==> src/rtl/token_readout_pkg.sv <==
package token_readout_pkg;

  typedef enum logic [1:0] {
    FLD_ID   = 2'd0,
    FLD_CNT  = 2'd1,
    FLD_BCID = 2'd2,
    FLD_REC  = 2'd3
  } field_e;

  // Largest of four widths: sizes the shared shift register.
  function automatic int widest(input int a, input int b, input int c, input int d);
    int m;
    m = a;
    if (b > m) m = b;
    if (c > m) m = c;
    if (d > m) m = d;
    return m;
  endfunction

  // Bits occupied by one column: tag plus every channel record.
  function automatic int column_bits(input int tag_w, input int nch, input int rec_w);
    return tag_w + nch * rec_w;
  endfunction

  // Total bit cycles of a frame carrying ncols columns.
  function automatic int frame_bits(input int id_w, input int cnt_w, input int ncols,
                                    input int tag_w, input int nch, input int rec_w);
    return id_w + cnt_w + ncols * column_bits(tag_w, nch, rec_w);
  endfunction

endpackage

==> src/rtl/rdo_shifter.sv <==
module rdo_shifter #(
  parameter int SH_W  = 14,
  parameter int LEN_W = 4
) (
  input  logic             clk,
  input  logic             rst_n,
  input  logic             load,
  input  logic [SH_W-1:0]  load_val,
  input  logic [LEN_W-1:0] load_len,
  input  logic             shift,
  output logic             bit_out,
  output logic             last_bit,
  output logic [LEN_W-1:0] left
);

  logic [SH_W-1:0] sh;

  always_ff @(posedge clk or negedge rst_n) begin
    if (!rst_n) begin
      sh   <= '0;
      left <= '0;
    end else if (load) begin
      sh   <= load_val;
      left <= load_len;
    end else if (shift) begin
      sh   <= {sh[SH_W-2:0], 1'b0};
      left <= left - 1'b1;
    end
  end

  assign bit_out  = sh[SH_W-1];
  assign last_bit = (left == LEN_W'(1));

endmodule

==> src/rtl/rdo_walker.sv <==
module rdo_walker #(
  parameter int NCH   = 36,
  parameter int DEPTH = 16,
  localparam int CW   = $clog2(DEPTH + 1),
  localparam int COLW = $clog2(DEPTH),
  localparam int CHW  = $clog2(NCH)
) (
  input  logic            clk,
  input  logic            rst_n,
  input  logic            start,
  input  logic [CW-1:0]   start_cnt,
  input  logic            rec_step,
  output logic [COLW-1:0] col,
  output logic [CHW-1:0]  chan,
  output logic [CW-1:0]   cols_left
);

  wire last_chan = (chan == CHW'(NCH - 1));

  always_ff @(posedge clk or negedge rst_n) begin
    if (!rst_n) begin
      col       <= '0;
      chan      <= '0;
      cols_left <= '0;
    end else if (start) begin
      col       <= (start_cnt == '0) ? '0 : COLW'(start_cnt - 1'b1);
      chan      <= '0;
      cols_left <= start_cnt;
    end else if (rec_step) begin
      if (last_chan) begin
        chan      <= '0;
        cols_left <= cols_left - 1'b1;
        if (cols_left > CW'(1)) col <= col - 1'b1;
      end else begin
        chan <= chan + 1'b1;
      end
    end
  end


  chan_range_chk: assert property (@(posedge clk) disable iff (!rst_n)
    chan < CHW'(NCH));


  col_descend_chk: assert property (@(posedge clk) disable iff (!rst_n)
    (rec_step && last_chan && cols_left > CW'(1)) |=> (col == $past(col) - 1'b1));

endmodule

==> src/rtl/token_readout.sv <==
module token_readout
  import token_readout_pkg::*;
#(
  parameter int ID_W   = 8,
  parameter int NCH    = 36,
  parameter int DEPTH  = 16,
  parameter int VAL_W  = 12,
  parameter int TAG_W  = 12,
  localparam int CW    = $clog2(DEPTH + 1),
  localparam int COLW  = $clog2(DEPTH),
  localparam int CHW   = $clog2(NCH),
  localparam int REC_W = VAL_W + 2,
  localparam int SH_W  = widest(ID_W, CW, TAG_W, REC_W),
  localparam int LEN_W = $clog2(SH_W + 1)
) (
  input  logic             clk,
  input  logic             rst_n,
  input  logic             token_in,
  input  logic [ID_W-1:0]  chip_id,
  input  logic [CW-1:0]    col_count,
  output logic [COLW-1:0]  rd_col,
  output logic [CHW-1:0]   rd_chan,
  input  logic [TAG_W-1:0] rd_bcid,
  input  logic [REC_W-1:0] rd_rec,
  output logic             sdata,
  output logic             sdata_oe,
  output logic             xmit_on,
  output logic             token_out
);

  logic            active;
  field_e          field;
  logic [CW-1:0]   cnt_q;
  logic [CW-1:0]   cols_left;
  logic            bit_now, last_bit;
  logic [LEN_W-1:0] left;

  // Named events used by the datapath and the assertions.
  wire accept     = token_in && !active;
  wire field_end  = active && last_bit;
  wire col_done   = (rd_chan == '0);
  wire finish     = field_end &&
                    ((field == FLD_CNT && cnt_q == '0) ||
                     (field == FLD_REC && col_done && cols_left == '0));
  wire go_tag     = field_end &&
                    ((field == FLD_CNT && cnt_q != '0) ||
                     (field == FLD_REC && col_done && cols_left != '0));
  wire go_rec     = field_end &&
                    (field == FLD_BCID || (field == FLD_REC && !col_done));
  wire go_cnt     = field_end && field == FLD_ID;

  logic             ld;
  logic [SH_W-1:0]  ld_val;
  logic [LEN_W-1:0] ld_len;

  always_comb begin
    ld     = 1'b1;
    ld_val = '0;
    ld_len = '0;
    if (accept) begin
      ld_val = SH_W'(chip_id) << (SH_W - ID_W);
      ld_len = LEN_W'(ID_W);
    end else if (go_cnt) begin
      ld_val = SH_W'(cnt_q) << (SH_W - CW);
      ld_len = LEN_W'(CW);
    end else if (go_tag) begin
      ld_val = SH_W'(rd_bcid) << (SH_W - TAG_W);
      ld_len = LEN_W'(TAG_W);
    end else if (go_rec) begin
      ld_val = SH_W'(rd_rec) << (SH_W - REC_W);
      ld_len = LEN_W'(REC_W);
    end else begin
      ld = 1'b0;
    end
  end

  always_ff @(posedge clk or negedge rst_n) begin
    if (!rst_n) begin
      active    <= 1'b0;
      field     <= FLD_ID;
      cnt_q     <= '0;
      token_out <= 1'b0;
    end else begin
      token_out <= 1'b0;
      if (accept) begin
        active <= 1'b1;
        field  <= FLD_ID;
        cnt_q  <= col_count;
      end else if (finish) begin
        active    <= 1'b0;
        token_out <= 1'b1;
      end else if (go_cnt) begin
        field <= FLD_CNT;
      end else if (go_tag) begin
        field <= FLD_BCID;
      end else if (go_rec) begin
        field <= FLD_REC;
      end
    end
  end

  rdo_shifter #(.SH_W(SH_W), .LEN_W(LEN_W)) u_shift (
    .clk      (clk),
    .rst_n    (rst_n),
    .load     (ld && !finish),
    .load_val (ld_val),
    .load_len (ld_len),
    .shift    (active && !ld),
    .bit_out  (bit_now),
    .last_bit (last_bit),
    .left     (left)
  );

  rdo_walker #(.NCH(NCH), .DEPTH(DEPTH)) u_walk (
    .clk       (clk),
    .rst_n     (rst_n),
    .start     (accept),
    .start_cnt (col_count),
    .rec_step  (go_rec),
    .col       (rd_col),
    .chan      (rd_chan),
    .cols_left (cols_left)
  );

  assign sdata_oe = active;
  assign xmit_on  = active;
  assign sdata    = active & bit_now;


  start_chk: assert property (@(posedge clk) disable iff (!rst_n)
    (token_in && !sdata_oe) |=> sdata_oe);


  token_pass_chk: assert property (@(posedge clk) disable iff (!rst_n)
    token_out |-> (!sdata_oe && $past(sdata_oe)));


  token_single_chk: assert property (@(posedge clk) disable iff (!rst_n)
    token_out |=> !token_out);


  busy_hold_chk: assert property (@(posedge clk) disable iff (!rst_n)
    (active && $past(active)) |-> $stable(cnt_q));


  idle_quiet_chk: assert property (@(posedge clk) disable iff (!rst_n)
    !sdata_oe |-> !sdata);


  bit_budget_chk: assert property (@(posedge clk) disable iff (!rst_n)
    active |-> (left != '0));

endmodule

==> config.mk <==
export PLATFORM = sky130hd
export DESIGN_NAME = token_readout
export DESIGN_NICKNAME = d
export VERILOG_FILES = /design/src/rtl/token_readout_pkg.sv /design/src/rtl/rdo_shifter.sv /design/src/rtl/rdo_walker.sv /design/src/rtl/token_readout.sv
export SDC_FILE = /design/constraint.sdc
export NUM_CORES = 1
export LEC_CHECK = 0
export BUFFER_PORTS_ARGS = -buffer_cell sky130_fd_sc_hd__buf_2
export CORE_ASPECT_RATIO = 1.5
export CORE_MARGIN = 4
export CORE_UTILIZATION = 56
export CTS_BUF_LIST = sky130_fd_sc_hd__clkbuf_4 sky130_fd_sc_hd__clkbuf_8
export DETAILED_ROUTE_END_ITERATION = 8
export HOLD_SLACK_MARGIN = 0.15
export PLACE_DENSITY = 0.82
export REMOVE_ABC_BUFFERS = 1
export SYNTH_ARGS = -nofsm -noshare
export SYNTH_HDL_FRONTEND = slang
export SYNTH_SLANG_ARGS = --single-unit
==> constraint.sdc <==
create_clock -name clk -period 2.5 [get_ports clk]
set_clock_uncertainty 0.1 [all_clocks]
set_input_delay 0.75 -clock clk [delete_from_list [all_inputs] [get_ports clk]]
set_output_delay 0.75 -clock clk [all_outputs]
set_load 0.03 [all_outputs]
### Word-level counts from Yosys, hierarchy flattened

Cells that the tools add are included.

| word-level totals | value |
|---|---|
| flip-flop bits (word level) | 42 |
| logic and storage cells | 95 |
| output and inout bits | 14 |

| cells by class | value |
|---|---|
| muxes and demuxes | 36 |
| $lt $le $gt $ge | 1 |
| bitwise logic cells | 1 |
| reduce and logical (&&, ||, !) cells | 37 |
| $add $sub $neg | 5 |
| eq/ne operators | 6 |

Operator list:

| operator | number |
|---|---|
| 2-to-1 mux 14 bit | 6 |
| 2-to-1 mux 4 bit | 11 |
| 2-to-1 mux 6 bit | 3 |
| zero test 5 bit | 3 |
| 2-to-1 mux 5 bit | 3 |
| logical AND 1 bit | 14 |
| subtractor 4 x 1 -> 4 bit, second input constant | 3 |
| 2-to-1 mux 2 bit | 5 |
| nonzero test 2 bit | 5 |
| nonzero test 5 bit | 2 |
| 2-to-1 mux 1 bit | 8 |
| adder 6 x 1 -> 6 bit, second input constant | 1 |
| equality test 6 bit, second input constant | 1 |
| zero test 6 bit | 1 |
| greater-than comparator 5 x 1 -> 1 bit, second input constant | 1 |
| subtractor 5 x 1 -> 5 bit, second input constant | 1 |
| equality test 2 bit, second input constant | 2 |
| equality test 4 x 1 -> 1 bit, second input constant | 1 |
| zero test 1 bit | 4 |
| AND reduction 2 bit | 2 |
| nonzero test 4 bit | 1 |
| logical OR 1 bit | 3 |
| AND reduction 3 bit | 1 |
| equality test 2 x 1 -> 1 bit, second input constant | 1 |
| 3 further kinds | 3 |

### Longest topological paths before layout

| depth | value |
|---|---|
| depth after elaboration | 13 |
| mapped depth | 9 |
| gate-level depth less buffers | 7 |

### Cells and area by module

From an unflattened synthesis, not the netlist that was laid out.

| second synthesis, totals | value |
|---|---|
| cell total of the unflattened synthesis | 289 |
| area, all modules | 2605.0 um^2 |

Modules (own cells, without submodules):

| module | cells an instance | times used | area each (um^2) |
|---|---|---|---|
| rdo_walker | 108 | 1 | 975.9 |
| rdo_shifter | 84 | 1 | 892.1 |
| token_readout | 97 | 1 | 737.0 |

### Worst setup path before layout

No wires, ideal clock.

| timing | value |
|---|---|
| path type | input-to-reg |
| from | in token_in |
| to | reg u_shift.sh[7] |
| buffers on the path | 2 |
| stages | 6 |
| required time | 2.263 ns |
| setup slack | 0.302 ns |
| arrival | 1.961 ns |
| cells stage by stage | buf_2 > nor2b_1 > buf_2 > mux2_2 > a222oi_1 > a21oi_1 |

| between the ends | value |
|---|---|
| longest elaborated chain between the ends | 5 |
| elaborated cells between the ends (all ways) | 8 |

RTL lines:

| what | RTL line | text |
|---|---|---|
| start, declared | token_readout.sv:18 | `input logic token_in,` |
| logical AND 1 bit (*) | token_readout.sv:39 | `wire accept = token_in && !active;` |
| 2-to-1 mux 1 bit | token_readout.sv:60 | `if (accept) begin` |
| zero test 1 bit | token_readout.sv:108 | `.shift (active && !ld),` |
| logical AND 1 bit | token_readout.sv:108 |  |
| nonzero test 2 bit (no source line) | -- |  |
| end signal, assigned | rdo_shifter.sv:23 | `sh <= load_val;` |
| end signal, assigned | rdo_shifter.sv:26 | `sh <= {sh[SH_W-2:0], 1'b0};` |
| end, declared | rdo_shifter.sv:16 | `logic [SH_W-1:0] sh;` |

Every way passes the cells marked *; elsewhere a longest branch is shown, timed or not.
A chain may end at the register's enable or synchronous reset.

### Worst setup path after layout

| timing | value |
|---|---|
| from | reg u_shift.left[1] |
| to | reg u_walk.cols_left[3] |

| between the ends | value |
|---|---|
| longest elaborated chain between the ends | 5 |

RTL lines:

| what | RTL line | text |
|---|---|---|
| start, declared | rdo_shifter.sv:13 | `output logic [LEN_W-1:0] left` |
| start signal, assigned | rdo_shifter.sv:24 | `left <= load_len;` |
| start signal, assigned | rdo_shifter.sv:27 | `left <= left - 1'b1;` |
| equality test 4 x 1 -> 1 bit | rdo_shifter.sv:32 | `assign last_bit = (left == LEN_W'(1));` |
| logical AND 1 bit | token_readout.sv:40 | `wire field_end = active && last_bit;` |
| logical AND 1 bit | token_readout.sv:48 | `wire go_rec = field_end &&` |
| nonzero test 2 bit (no source line) | -- |  |
| AND reduction 2 bit (no source line) | -- |  |
| end signal, assigned | rdo_walker.sv:28 | `cols_left <= start_cnt;` |
| end signal, assigned | rdo_walker.sv:32 | `cols_left <= cols_left - 1'b1;` |
| end, declared | rdo_walker.sv:15 | `output logic [CW-1:0] cols_left` |

No other way between the ends.

==> results by group <==
Yosys
  – Post-synthesis cell area: roughly 2500 µm²
  – Register area share after synthesis: 42.7%
  – Adder-cell share of the synthesized area: 5.08%
  – Post-synth EDFFs: 0
  – Cell taking the most area after synthesis: dfrtp_1
  – Asr flop ratio synth: 100%
  – Synth top area share: about 43%
  – Commonest cells post-synth: dfrtp_1, nand2_1, nor2_1
  – Syn avg cell area: about 9.1 µm²
  – Main flop type after synthesis: dfrtp_1
  – Synth Area in Compound Gates: roughly a fifth
  – Synth Area in XOR/XNOR: 2.85%
  – Most common cell in the netlist: dfrtp_1
  – Largest family of logic cells by synthesized area: compound AO/OA/AOI/OAI gates
  – Cells after Synth: roughly 270
  – Top cells by area, synth: dfrtp_1, nand2_1, ha_1
  – Ys Warns: 0
  – Synth unique cells: 54
  – Synth Area in Simple Gates: between 20% and 30%
  – Mux cell area share after synthesis: less than 1%
  – Synth Register Bits: 42

Critical path
  – Worst endpoint required time: about 2.6 ns
  – Critical Path Sink: u_walk.cols_left[3]
  – Crit end category: flop
  – FF-to-FF End: u_walk.cols_left[3]
  – Critical Path, Cell by Cell: inv_1 > ha_1 > nand4bb_1 > nand4bb_1 > nor4_2 > xnor2_1 > o21ai_1
  – CP startpoint kind: flop
  – CP max-delay cell: nand4bb_1
  – RR Startpoint: u_shift.left[1]
  – CP Depth: 7
  – Reg2Reg Depth: 7
  – Largest delay share family, worst path: simple AND/OR/NAND/NOR gates
  – Worst Path Buf+Inv: 1
  – Max incr delay on CP: about 0.52 ns
  – Critical Path Fanout Max: 8
  – Worst Path Arrival: approximately 2.4 ns
  – CP dominant cell by count: nand4bb_1
  – Setup crit start: u_shift.left[1]
  – Worst reg2reg setup slack: between 0.2 and 0.25 ns
  – WS Path Type: flop to flop

Power
  – NetSw: roughly 1.1 mW
  – Leakage: 1.37 nW
  – Total power: about 2.8 mW
  – Internal: around 1.7 mW
  – Sequential group share of total power: 42.4%
  – Clock Power Share: between 10% and 20%
  – Pwr Density: just under 1000 nW/µm²
  – Maximum vdd drop: between 0.6 and 0.7 mV
  – Comb pwr share: 38.6%
  – Switching portion of total power: just under 40%

Final layout
  – Share of layout cells above drive strength 1: 26.9%
  – Antenna Cells: 0
  – Fin cells: 370
  – Fillers: about 320
  – Final core utilization: between 60% and 70%
  – Synthesis-to-finish area growth: 18.4%
  – Final net count: between 300 and 400

Detailed routing
  – Final ANT Viol Nets: 0
  – Vias: between 2000 and 2500
  – DR WL/cell: about 16 µm
  – Residual DRC: 0
  – Iter 0 DRT Violations: ~120
  – Post-Route WL: between 5000 and 6000 µm
  – Vias/cell: just under 6
  – TritonRoute pass-1 iters: 5

Timing
  – Final setup violation count: 0
  – Max_slew headroom: 55.6%
  – Tightest Pin Transition: approximately 0.66 ns
  – Final Hold Fails: 0
  – Fin crit period: ~2.3 ns
  – Fmax: between 400 and 500 MHz
  – Tcrit/Tclk final: approximately nine tenths
  – Slew Limit Fails: 0
  – RSZ-0062 raised after global routing: no

Global routing
  – Antenna violations before repair: 0
  – Largest net degree at the start of global routing: 25
  – Overall routing resource usage: between 20% and 30%
  – Grt ovf: 0
  – Vias in the first global route: between 2000 and 2500
  – Global-route wire length before repair: about 10000 µm

Clock tree
  – Clock Sinks: 42
  – Reg clk slew, reported paths: around 0.070 ns
  – CTS tree: done
  – Post-CTS Setup Bufs: 0
  – CTS root buffer: clkbuf_8
  – Resized Gates After CTS: 0
  – H-tree levels: 2
  – Num CTS Buffers: 5
  – Clk Latency, worst-skew pair: 0.29 ns
  – CTS Hold Bufs: 0
  – Deepest clock path buffer count: 2

Run status
  – Status: completed

Place
  – Dpl cells: roughly 360
  – GPL Wtd Cong: 0.866
  – Final HPWL DP: around 4500 µm
  – # port buffers: between 50 and 60

Run
  – Max-Cap Viols: 0

Floorplanning
  – Top-level port count: 56
  – Core area: approximately 4200 µm²
  – Die footprint: 5540 µm²
  – Die Y: ~89 µm
  – Initial Util: 58.0%
  – Row Count: 29
  – Die W: 62.1 µm

Min path
  – Hold Crit Class: primary input to async pin
per-layer routing:
metal  global-route usage (%)  vias to the layer above  part of all wire (%)  routed length (µm)
met4                     9.27                        0                   2.6                 155
met5                        0                        -                     0                   0
met3                     4.91                       16                   5.1                 302
met1                     24.6                     1047                    38                2270
met2                     40.3                       62                    54                3180
li1                         -                     1065                     -                   -
cells in the final DEF, fill, tap and decap left out, types with 3 or more instances in the layout:
cell type | netlist | routed
a211oi_1 | 3 | 3
a21oi_1 | 22 | 22
a221oi_1 | 4 | 4
a222oi_1 | 6 | 6
buf_2 | 7 | 55
buf_4 | 1 | 7
clkbuf_8 | 0 | 6
dfrtp_1 | 42 | 42
ha_1 | 10 | 10
inv_1 | 15 | 15
nand2_1 | 37 | 37
nand2b_1 | 5 | 5
nand4_1 | 3 | 3
nor2_1 | 29 | 29
nor3_1 | 9 | 9
o21ai_0 | 12 | 12
o21ai_1 | 3 | 3
xnor2_1 | 6 | 6
cells by family after synthesis:
kind of cell / Yosys count
AND/OR/NAND/NOR: 104
AO/OA/AOI/OAI: 72
flip-flops: 42
buffers and inverters: 31
adder cells (fa/ha/maj): 10
XOR/XNOR: 8
multiplexers: 2
worst min path at each step:
stage | cells past startpoint | startpoint | slack [ns] | endpoint
2_1_floorplan | 0 | rst_n | 0.35 | cnt_q[0]
6_report | 1 | rst_n | 0.30 | u_walk.chan[4]
3_3_place_gp | 2 | cnt_q[2] | 0.39 | cnt_q[2]
5_1_grt | 1 | rst_n | 0.33 | u_shift.left[0]
4_1_cts | 1 | rst_n | 0.31 | u_walk.chan[2]
3_5_place_dp | 2 | cnt_q[2] | 0.39 | cnt_q[2]
flip-flops by register name, indices dropped and copies added, names as in the netlist:
name and flops:
u_shift.sh 14, u_walk.col 4, u_shift.left 4, u_walk.chan 6, u_walk.cols_left 5, field 2, cnt_q 5, sdata_oe 1
token_out 1
power groups by stage:
stage	Sequential [mW]	Combinational (mW)	Clock, mW
floorplan	1.27	0.692	0
global placement	1.19	1.06	0
detailed placement	1.21	1.09	0
CTS	1.20	1.11	0.551
global route	1.24	1.22	0.584
finish	1.20	1.10	0.539
final cells by class:
| cell class | instances | area (µm²) | area share [%] |
|---|---|---|---|
| multi-input cells | 196 | 1270 | 43.5 |
| flip-flops and latches | 42 | 1050 | 36.1 |
| repair buffers | 64 | 368 | 12.6 |
| clock buffers | 6 | 82.6 | 2.83 |
| well taps | 46 | 57.6 | 1.98 |
| inverters | 15 | 56.3 | 1.93 |
| clock inverters | 1 | 30.0 | 1.03 |
through the flow:
step / hold WS, ns / cell area [µm²] / TNS, ns / setup WS [ns]
finish: 0.305 / 2910 / 0 / 0.205
global route: 0.328 / 2910 / 0 / 0.0981
CTS: 0.314 / 2910 / 0 / 0.248
detailed placement: 0.394 / 2800 / 0 / 0.254
global placement: 0.388 / 2800 / 0 / 0.330
floorplan: 0.354 / 2370 / -1.59 / -0.325
Power figures use the tool's default switching activity.
